[src/rtl/ots_pkg.sv]
package ots_pkg;
  typedef enum logic [1:0] {
    ST_RUN   = 2'd0,
    ST_TRIP  = 2'd1,
    ST_LATCH = 2'd2
  } ots_state_e;
endpackage

[src/rtl/ots_edge.sv]
module ots_edge #(
  parameter int W = 2
) (
  input  logic         clk,
  input  logic         rst_n,
  input  logic [W-1:0] lvl_i,
  output logic [W-1:0] rise_o
);
  logic [W-1:0] lvl_q;

  for (genvar g = 0; g < W; g++) begin : g_bit
    always_ff @(posedge clk or negedge rst_n) begin
      if (!rst_n) lvl_q[g] <= 1'b0;
      else        lvl_q[g] <= lvl_i[g];
    end
    assign rise_o[g] = lvl_i[g] & ~lvl_q[g];
  end
endmodule

[src/rtl/ots_event_counter.sv]
module ots_event_counter #(
  parameter int CNT_W       = 3,
  parameter int LATCH_COUNT = 4
) (
  input  logic clk,
  input  logic rst_n,
  input  logic clr_i,
  input  logic inc_i,
  output logic last_o
);
  localparam logic [CNT_W-1:0] LIM    = CNT_W'(LATCH_COUNT);
  localparam logic [CNT_W-1:0] LIM_M1 = CNT_W'(LATCH_COUNT - 1);

  logic [CNT_W-1:0] cnt_q;

  always_ff @(posedge clk or negedge rst_n) begin
    if (!rst_n)                     cnt_q <= '0;
    else if (clr_i)                 cnt_q <= '0;
    else if (inc_i && cnt_q != LIM) cnt_q <= cnt_q + 1'b1;
  end

  assign last_o = (cnt_q == LIM_M1);

  // the count saturates at the latch value
  p_sat_r5: assert property (@(posedge clk) disable iff (!rst_n)
    (cnt_q == LIM && !clr_i) |=> (cnt_q == LIM));
  // the enable sequence zeroes the count
  p_clear_r7: assert property (@(posedge clk) disable iff (!rst_n)
    clr_i |=> (cnt_q == '0));
endmodule

[src/rtl/ots_thermal_fsm.sv]
module ots_thermal_fsm
  import ots_pkg::*;
(
  input  logic       clk,
  input  logic       rst_n,
  input  logic       clr_i,
  input  logic       hot_rise_i,
  input  logic       cool_i,
  input  logic       last_i,
  output ots_state_e state_o
);
  ots_state_e st_q, st_d;

  always_comb begin
    st_d = st_q;
    if (clr_i) begin
      st_d = ST_RUN;
    end else begin
      case (st_q)
        ST_RUN, ST_TRIP: begin
          if (hot_rise_i)      st_d = last_i ? ST_LATCH : ST_TRIP;
          else if (st_q == ST_TRIP && cool_i) st_d = ST_RUN;
        end
        default: st_d = ST_LATCH;
      endcase
    end
  end

  always_ff @(posedge clk or negedge rst_n) begin
    if (!rst_n) st_q <= ST_RUN;
    else        st_q <= st_d;
  end

  assign state_o = st_q;

  // a trip edge while running shuts down
  p_trip_r2: assert property (@(posedge clk) disable iff (!rst_n)
    (st_q == ST_RUN && hot_rise_i && !clr_i) |=> (st_q != ST_RUN));
  // tripped state holds until recovery is reported
  p_hold_r3: assert property (@(posedge clk) disable iff (!rst_n)
    (st_q == ST_TRIP && !cool_i && !clr_i) |=> (st_q != ST_RUN));
  // latched state is left only through the clear
  p_latch_r5: assert property (@(posedge clk) disable iff (!rst_n)
    (st_q == ST_LATCH && !clr_i) |=> (st_q == ST_LATCH));
endmodule

[src/rtl/ots_thermal_guard.sv]
module ots_thermal_guard
  import ots_pkg::*;
#(
  parameter int CNT_W       = 3,
  parameter int LATCH_COUNT = 4
) (
  input  logic clk,
  input  logic rst_n,
  input  logic trip_hot_i,
  input  logic recov_cool_i,
  input  logic enable_i,
  output logic power_off_o,
  output logic temp_flag_o,
  output logic fault_n_o
);
  logic [1:0] rise;
  logic       hot_rise, en_rise, last, inc;
  ots_state_e state;

  ots_edge #(.W(2)) u_edge (
    .clk   (clk),
    .rst_n (rst_n),
    .lvl_i ({enable_i, trip_hot_i}),
    .rise_o(rise)
  );
  assign hot_rise = rise[0];
  assign en_rise  = rise[1];

  assign inc = hot_rise & ~en_rise & (state != ST_LATCH);

  ots_event_counter #(.CNT_W(CNT_W), .LATCH_COUNT(LATCH_COUNT)) u_cnt (
    .clk   (clk),
    .rst_n (rst_n),
    .clr_i (en_rise),
    .inc_i (inc),
    .last_o(last)
  );

  ots_thermal_fsm u_fsm (
    .clk       (clk),
    .rst_n     (rst_n),
    .clr_i     (en_rise),
    .hot_rise_i(hot_rise),
    .cool_i    (recov_cool_i),
    .last_i    (last),
    .state_o   (state)
  );

  assign temp_flag_o = (state != ST_RUN);
  assign fault_n_o   = (state != ST_LATCH);
  assign power_off_o = temp_flag_o | ~enable_i;

  // disabled means powered off
  p_en_off_r6: assert property (@(posedge clk) disable iff (!rst_n)
    !enable_i |-> power_off_o);
  // fault implies flag and shutdown
  p_fault_r9: assert property (@(posedge clk) disable iff (!rst_n)
    !fault_n_o |-> (temp_flag_o && power_off_o));
  // enable rising edge returns to running
  p_en_clear_r7: assert property (@(posedge clk) disable iff (!rst_n)
    (enable_i && !$past(enable_i) && $past(rst_n)) |=> (fault_n_o && !temp_flag_o));
endmodule

[config.mk]
export PLATFORM = sky130hd
export DESIGN_NAME = ots_thermal_guard
export DESIGN_NICKNAME = d
export VERILOG_FILES = /design/src/rtl/ots_pkg.sv /design/src/rtl/ots_edge.sv /design/src/rtl/ots_event_counter.sv /design/src/rtl/ots_thermal_fsm.sv /design/src/rtl/ots_thermal_guard.sv
export SDC_FILE = /design/constraint.sdc
export NUM_CORES = 1
export LEC_CHECK = 0
export BUFFER_PORTS_ARGS = -buffer_cell sky130_fd_sc_hd__buf_4
export CAP_MARGIN = 20
export CORE_AREA = 2 2 39 41
export DETAILED_ROUTE_END_ITERATION = 10
export DIE_AREA = 0 0 41 43
export PLACE_DENSITY = 0.51
export SYNTH_ARGS = -nofsm -noshare
export SYNTH_HDL_FRONTEND = slang
export SYNTH_SLANG_ARGS = --single-unit
[constraint.sdc]
create_clock -name clk -period 2.35 [get_ports clk]
set_clock_uncertainty 0.2 [all_clocks]
set_input_delay 0.235 -clock clk [delete_from_list [all_inputs] [get_ports clk]]
set_output_delay 0.235 -clock clk [all_outputs]
set_load 0.01 [all_outputs]
**After elaboration in Yosys (flattened, before gate mapping)**

Cells that the tools add are included.

- Register bits: 7
- Latch bits: 0
- Bits in writable memories: 0
- Bits in read-only memories: 0
- Input bits: 5
- Output and inout bits: 3
- Logic and storage cells: 32
- Memories: 0

- Add/sub/neg operators: 1
- Multiply operators: 0
- Div/mod/pow operators: 0
- Order comparisons: 0
- Equal/unequal tests: 5
- Shifts and indexed selects: 0
- Multiplexer cells: 7
- Bitwise operators: 9
- Reductions and logical operators: 6

Operators with widths:

| cell | count |
|---|---|
| $mux 2 | 5 |
| $mux 3 | 2 |
| $and 1x1->1 | 4 |
| $ne 4x3->1 const B | 1 |
| $not 1->1 | 4 |
| $reduce_bool 2->1 | 2 |
| $add 3x1->3 const B | 1 |
| $eq 3x2->1 const B | 1 |
| $ne 3x3->1 const B | 1 |
| $eq 2x1->1 const B | 1 |
| $logic_and 1x1->1 | 2 |
| $logic_not 2->1 | 1 |
| $ne 2x2->1 const B | 1 |
| $reduce_or 2->1 | 1 |
| $or 1x1->1 | 1 |

**Logic depth before layout (Yosys ltp)**

- Word-level depth: 8
- Mapped depth: 5
- Gate-level depth less buffers: 5

**Modules after synthesis**

Synthesis repeated with hierarchy kept, for this count alone.

- Cells, all modules: 34
- Area total of the unflattened synthesis: 389.1 um2

Modules (own cells, without submodules):

| module | instances | cells an instance | area each (um2) |
|---|---|---|---|
| ots_event_counter | 1 | 18 | 190.2 |
| ots_thermal_fsm | 1 | 7 | 87.6 |
| ots_edge | 1 | 4 | 77.6 |
| ots_thermal_guard | 1 | 5 | 33.8 |

**Worst setup path after synthesis**

No wires, ideal clock.

- Kind: flip-flop to flip-flop
- Start: register u_cnt.cnt_q[0]
- End: register u_cnt.cnt_q[2]
- Library setup time: 125 ps
- Arrival: 1130 ps
- Setup slack: 895 ps
- Cell stages (with the launch flop): 6
- Buffers on the path: 0
- Clock period less this slack: 1455 ps
- Cell sequence: dfrtp_1 inv_1 ha_1 nand2_1 and3b_4 mux2_4

- Word-level cells in the longest chain between the ends: 3
- Elaborated cells on any way between the ends: 6
- Those cells by class: 1 x add/sub; 1 x eq/ne; 2 x mux; 2 x reduce/logical

Ends and longest elaborated chain:

| item | RTL line | source |
|---|---|---|
| start: declaration | ots_event_counter.sv:14 | `logic [CNT_W-1:0] cnt_q;` |
| start signal: assignment | ots_event_counter.sv:19 | `else if (inc_i && cnt_q != LIM) cnt_q <= cnt_q + 1'b1;` |
| $add 3x1->3 or $ne 3x3->1 (tied branches) | ots_event_counter.sv:19 |  |
| $mux 3 or $logic_and 1x1->1 (tied branches) | ots_event_counter.sv:19 |  |
| $mux 3 or $reduce_bool 2->1 (tied branches) | -- |  |

Several ways; a longest one is shown, not always the timed one. The select of a mux whose other input is x is not followed.
A chain may end at the register's enable or synchronous reset.

**Worst setup path in the final report**

- Start: input trip_hot_i
- End: register u_cnt.cnt_q[2]

- Word-level cells in the longest chain between the ends: 5

Ends and longest elaborated chain:

| item | RTL line | source |
|---|---|---|
| start: declaration | ots_thermal_guard.sv:9 | `input logic trip_hot_i,` |
| $and 1x1->1 | ots_edge.sv:16 | `assign rise_o[g] = lvl_i[g] & ~lvl_q[g];` |
| $and 1x1->1 (2 in a row) | ots_thermal_guard.sv:29 | `assign inc = hot_rise & ~en_rise & (state != ST_LATCH);` |
| $logic_and 1x1->1 | ots_event_counter.sv:19 |  |
| $reduce_bool 2->1 (no line) | -- |  |

Every way passes these cells.

==> flow_metrics.py <==
metrics = {
    "logic_synthesis": {
        "synth-async-reset-ratio_pct": 100,
        "yosys.area.top_type": "dfrtp_1",
        "synth_enable_flop_cells": 0,
        "yosysMostFrequentCell": "dfrtp_1",
        "synth.yosys.seq_area_share_pct": 46.4,
        "yosysTopAreaCellShare_pct": 46.4,
        "syn_nets": 45,
        "yosysWarningCount": 0,
        "synthMuxAreaShare_pct": 12.3,
        "yosys-top-cells-area": "dfrtp_1 (46%), ha_1 (9.9%), nand2_1 (6.0%), mux2i_1 (5.3%), inv_1 (5.0%)",
        "yosys_most_used_dff": "dfrtp_1",
        "synth_top_family_by_area": "simple AND/OR/NAND/NOR gates",
        "synth_area_um2": 378,
        "synth-adder-area-share_pct": 9.93,
        "synth.avg_cell_area_um2": 10.2,
        "netlist_instances": 37,
        "synth_commonest_cells": "dfrtp_1 (7), nand2_1 (6), inv_1 (5)",
        "synth_compound_area_share_pct": 1.66,
        "synthXorXnorAreaFrac_pct": 0,
        "synth-simple-area-share_pct": 24.8,
        "synth_cell_types": 14,
        "ys_ff_latch": 7,
    },
    "grt": {
        "grt_pass1_vias": 281,
        "grt_pass1_wl_um": 1020,
        "grt_util_all_layers_pct": 9.21,
        "grt_start_max_net_pins": 8,
        "antenna_found_initial": 0,
        "overflow": 0,
    },
    "routing": {
        "drt_pre_antenna_iters": 4,
        "wire_per_inst_um": 9.72,
        "wl_um": 651,
        "drc": 0,
        "drt_iter0_drc": 4,
        "vias": 285,
        "via_per_inst": 4.25,
        "drtAntennaViolNets": 0,
    },
    "die": {
        "die_h_um": 43,
        "io_pins": 8,
        "start_util_pct": 27.3,
        "die_w_um": 41,
        "die_area_um2": 1760,
        "fp.coreArea_um2": 1380,
        "rows": 14,
    },
    "power_and_ir_drop": {
        "p_per_area_nw_per_um2": 698,
        "finalPower_uw": 354,
        "vdd_drop_max_mv": 0.237,
        "leakagePower_uw": 0.000254,
    },
    "clocking": {
        "cts_resized": 0,
        "clock_sinks": 7,
        "ctsRootBufferMaster": "clkbuf_4",
        "clock_latency_ns": 0.24,
        "clkTransAtPathRegs_ns": 0.05,
        "max-clock-path-buffers": 2,
        "cts_tree": "built",
        "numCtsBuffers": 3,
        "cts-htree-levels": 1,
    },
    "layout": {
        "stdcell_count": 67,
        "nNetsFinal": 60,
        "antenna_cells": 0,
        "final.fill_count": 147,
        "drive_above_1_share_pct": 27.5,
        "syn_to_final_growth_pct": 34.1,
    },
    "timing": {
        "fmax_ghz": 0.612,
        "worst_slack_ns": 0.716,
        "finalHoldViolCount": 0,
        "fin_crit_sh_pct": 69.5,
        "max_slew.worst_pin.slew_ns": 0.264,
        "slew_violations": 0,
        "tns_ns": 0,
        "setup_violations": 0,
        "period_minus_slack_ns": 1.63,
        "rsz0062_at_grt": "false",
        "relSlewSlack_pct": 82.3,
    },
    "setup_path": {
        "crit_required_ns": 2.28,
        "cp_max_fo": 3,
        "crit_path_end_kind": "flop",
        "path_class": "input port to flop",
        "slowest_delay_ns": 0.53,
        "crit_path_cell_trace": "dlygate4sd3_1, buf_4, nand2b_4, and3b_4, mux2_4",
        "start_kind": "input port",
        "cp_data_arrival_time_ns": 1.56,
        "slowest_stage": "dlygate4sd3_1",
    },
    "place": {
        "port_buffers": 7,
        "gp_congestion": 0.729,
        "dp_slack_ns": 0.830,
        "placedCellCount": 60,
        "dp_hpwl_um": 536,
    },
    "hold_path": {
        "hp-class": "input port to async pin",
    },
    "flow_run": {
        "drv_cap": 0,
    },
    "status": {
        "outcome": "complete, no violations",
    },
}
## state kept, by name, summed over array words and instances (netlist names)
signal,flops
u_cnt.cnt_q,3
u_fsm.state_o,2
u_edge.lvl_q,2
## final cells by class
cell class | instances | area, µm² | area share (%)
Sequential cell | 7 | 175 | 34.6
Clock buffer | 4 | 26.3 | 5.19
Timing Repair Buffer | 10 | 82.6 | 16.3
Inverter | 5 | 18.8 | 3.70
Multi-Input combinational cell | 25 | 184 | 36.3
Tap cell | 16 | 20.0 | 3.95
## worst paths after layout
check,startpoint,endpoint,slack [ns],cells after the start
setup / recovery,trip_hot_i,u_cnt.cnt_q[2]$_DFFE_PN0P_,0.72,5
hold / removal,rst_n,u_cnt.cnt_q[2]$_DFFE_PN0P_,0.14,2
min in group clk,recov_cool_i,u_fsm.state_o[0]$_DFFE_PN0P_,0.16,4
setup reg to reg,u_cnt.cnt_q[0]$_DFFE_PN0P_,u_cnt.cnt_q[2]$_DFFE_PN0P_,0.82,5
hold reg to reg,u_fsm.state_o[1]$_DFFE_PN0P_,u_fsm.state_o[0]$_DFFE_PN0P_,0.29,1
max in group asynchronous,rst_n,u_edge.lvl_q[1]$_DFF_PN0_,1.69,2
## critical path: cells and delay by family
kind | cells | cell delay [ns]
mux | 1 | 0.30
simple gates | 2 | 0.38
buf+inv | 2 | 0.66
## metrics by stage
stage	cell area (µm²)	utilization (%)	hold WS, ns
after floorplan	378	-	-0.261
after global placement	450	32.5	-0.145
after detailed placement	450	32.5	-0.144
after CTS	507	36.6	0.129
after global routing	507	36.6	0.146
final	507	36.6	0.139
## power by group
group | switching, µW | total (µW) | internal (µW)
registers | 13.6 | 152 | 139
clock network | 42.6 | 107 | 64.7
logic | 44.4 | 94.3 | 49.9
## placed cells by master, fill, tap and decap left out, types with 2 or more instances in the layout
| cell | count |
|---|---|
| clkbuf_4 | 3 |
| nor2_1 | 4 |
| dfrtp_1 | 7 |
| nand2_1 | 6 |
| ha_1 | 3 |
| mux2i_1 | 2 |
| nand2b_1 | 3 |
| inv_1 | 5 |
| dlygate4sd3_1 | 3 |
| buf_4 | 7 |
## what timing repair did
| action | 4_1_cts | 5_1_grt |
|---|---|---|
| hold buffers | 3 | 0 |
| setup buffers | 0 | 0 |
| hold endpoints to repair | 9 | 0 |
## cell families (layout without fill, tap and decap cells)
group,Yosys count,count (layout)
AO/OA/AOI/OAI,1,1
AND/OR/NAND/NOR,17,17
flip-flops,7,7
adder cells (fa/ha/maj),3,3
multiplexers,4,4
buffers and inverters,5,19
## layer usage
layer,global-route usage (%),share of wire [%],up-vias
li1,-,-,145
met5,0,0,-
met4,8.00,2.2,0
met2,14.1,50,7
met1,9.24,44,131
met3,3.14,3.8,2
No activity file was read; power rests on OpenSTA's default activity.
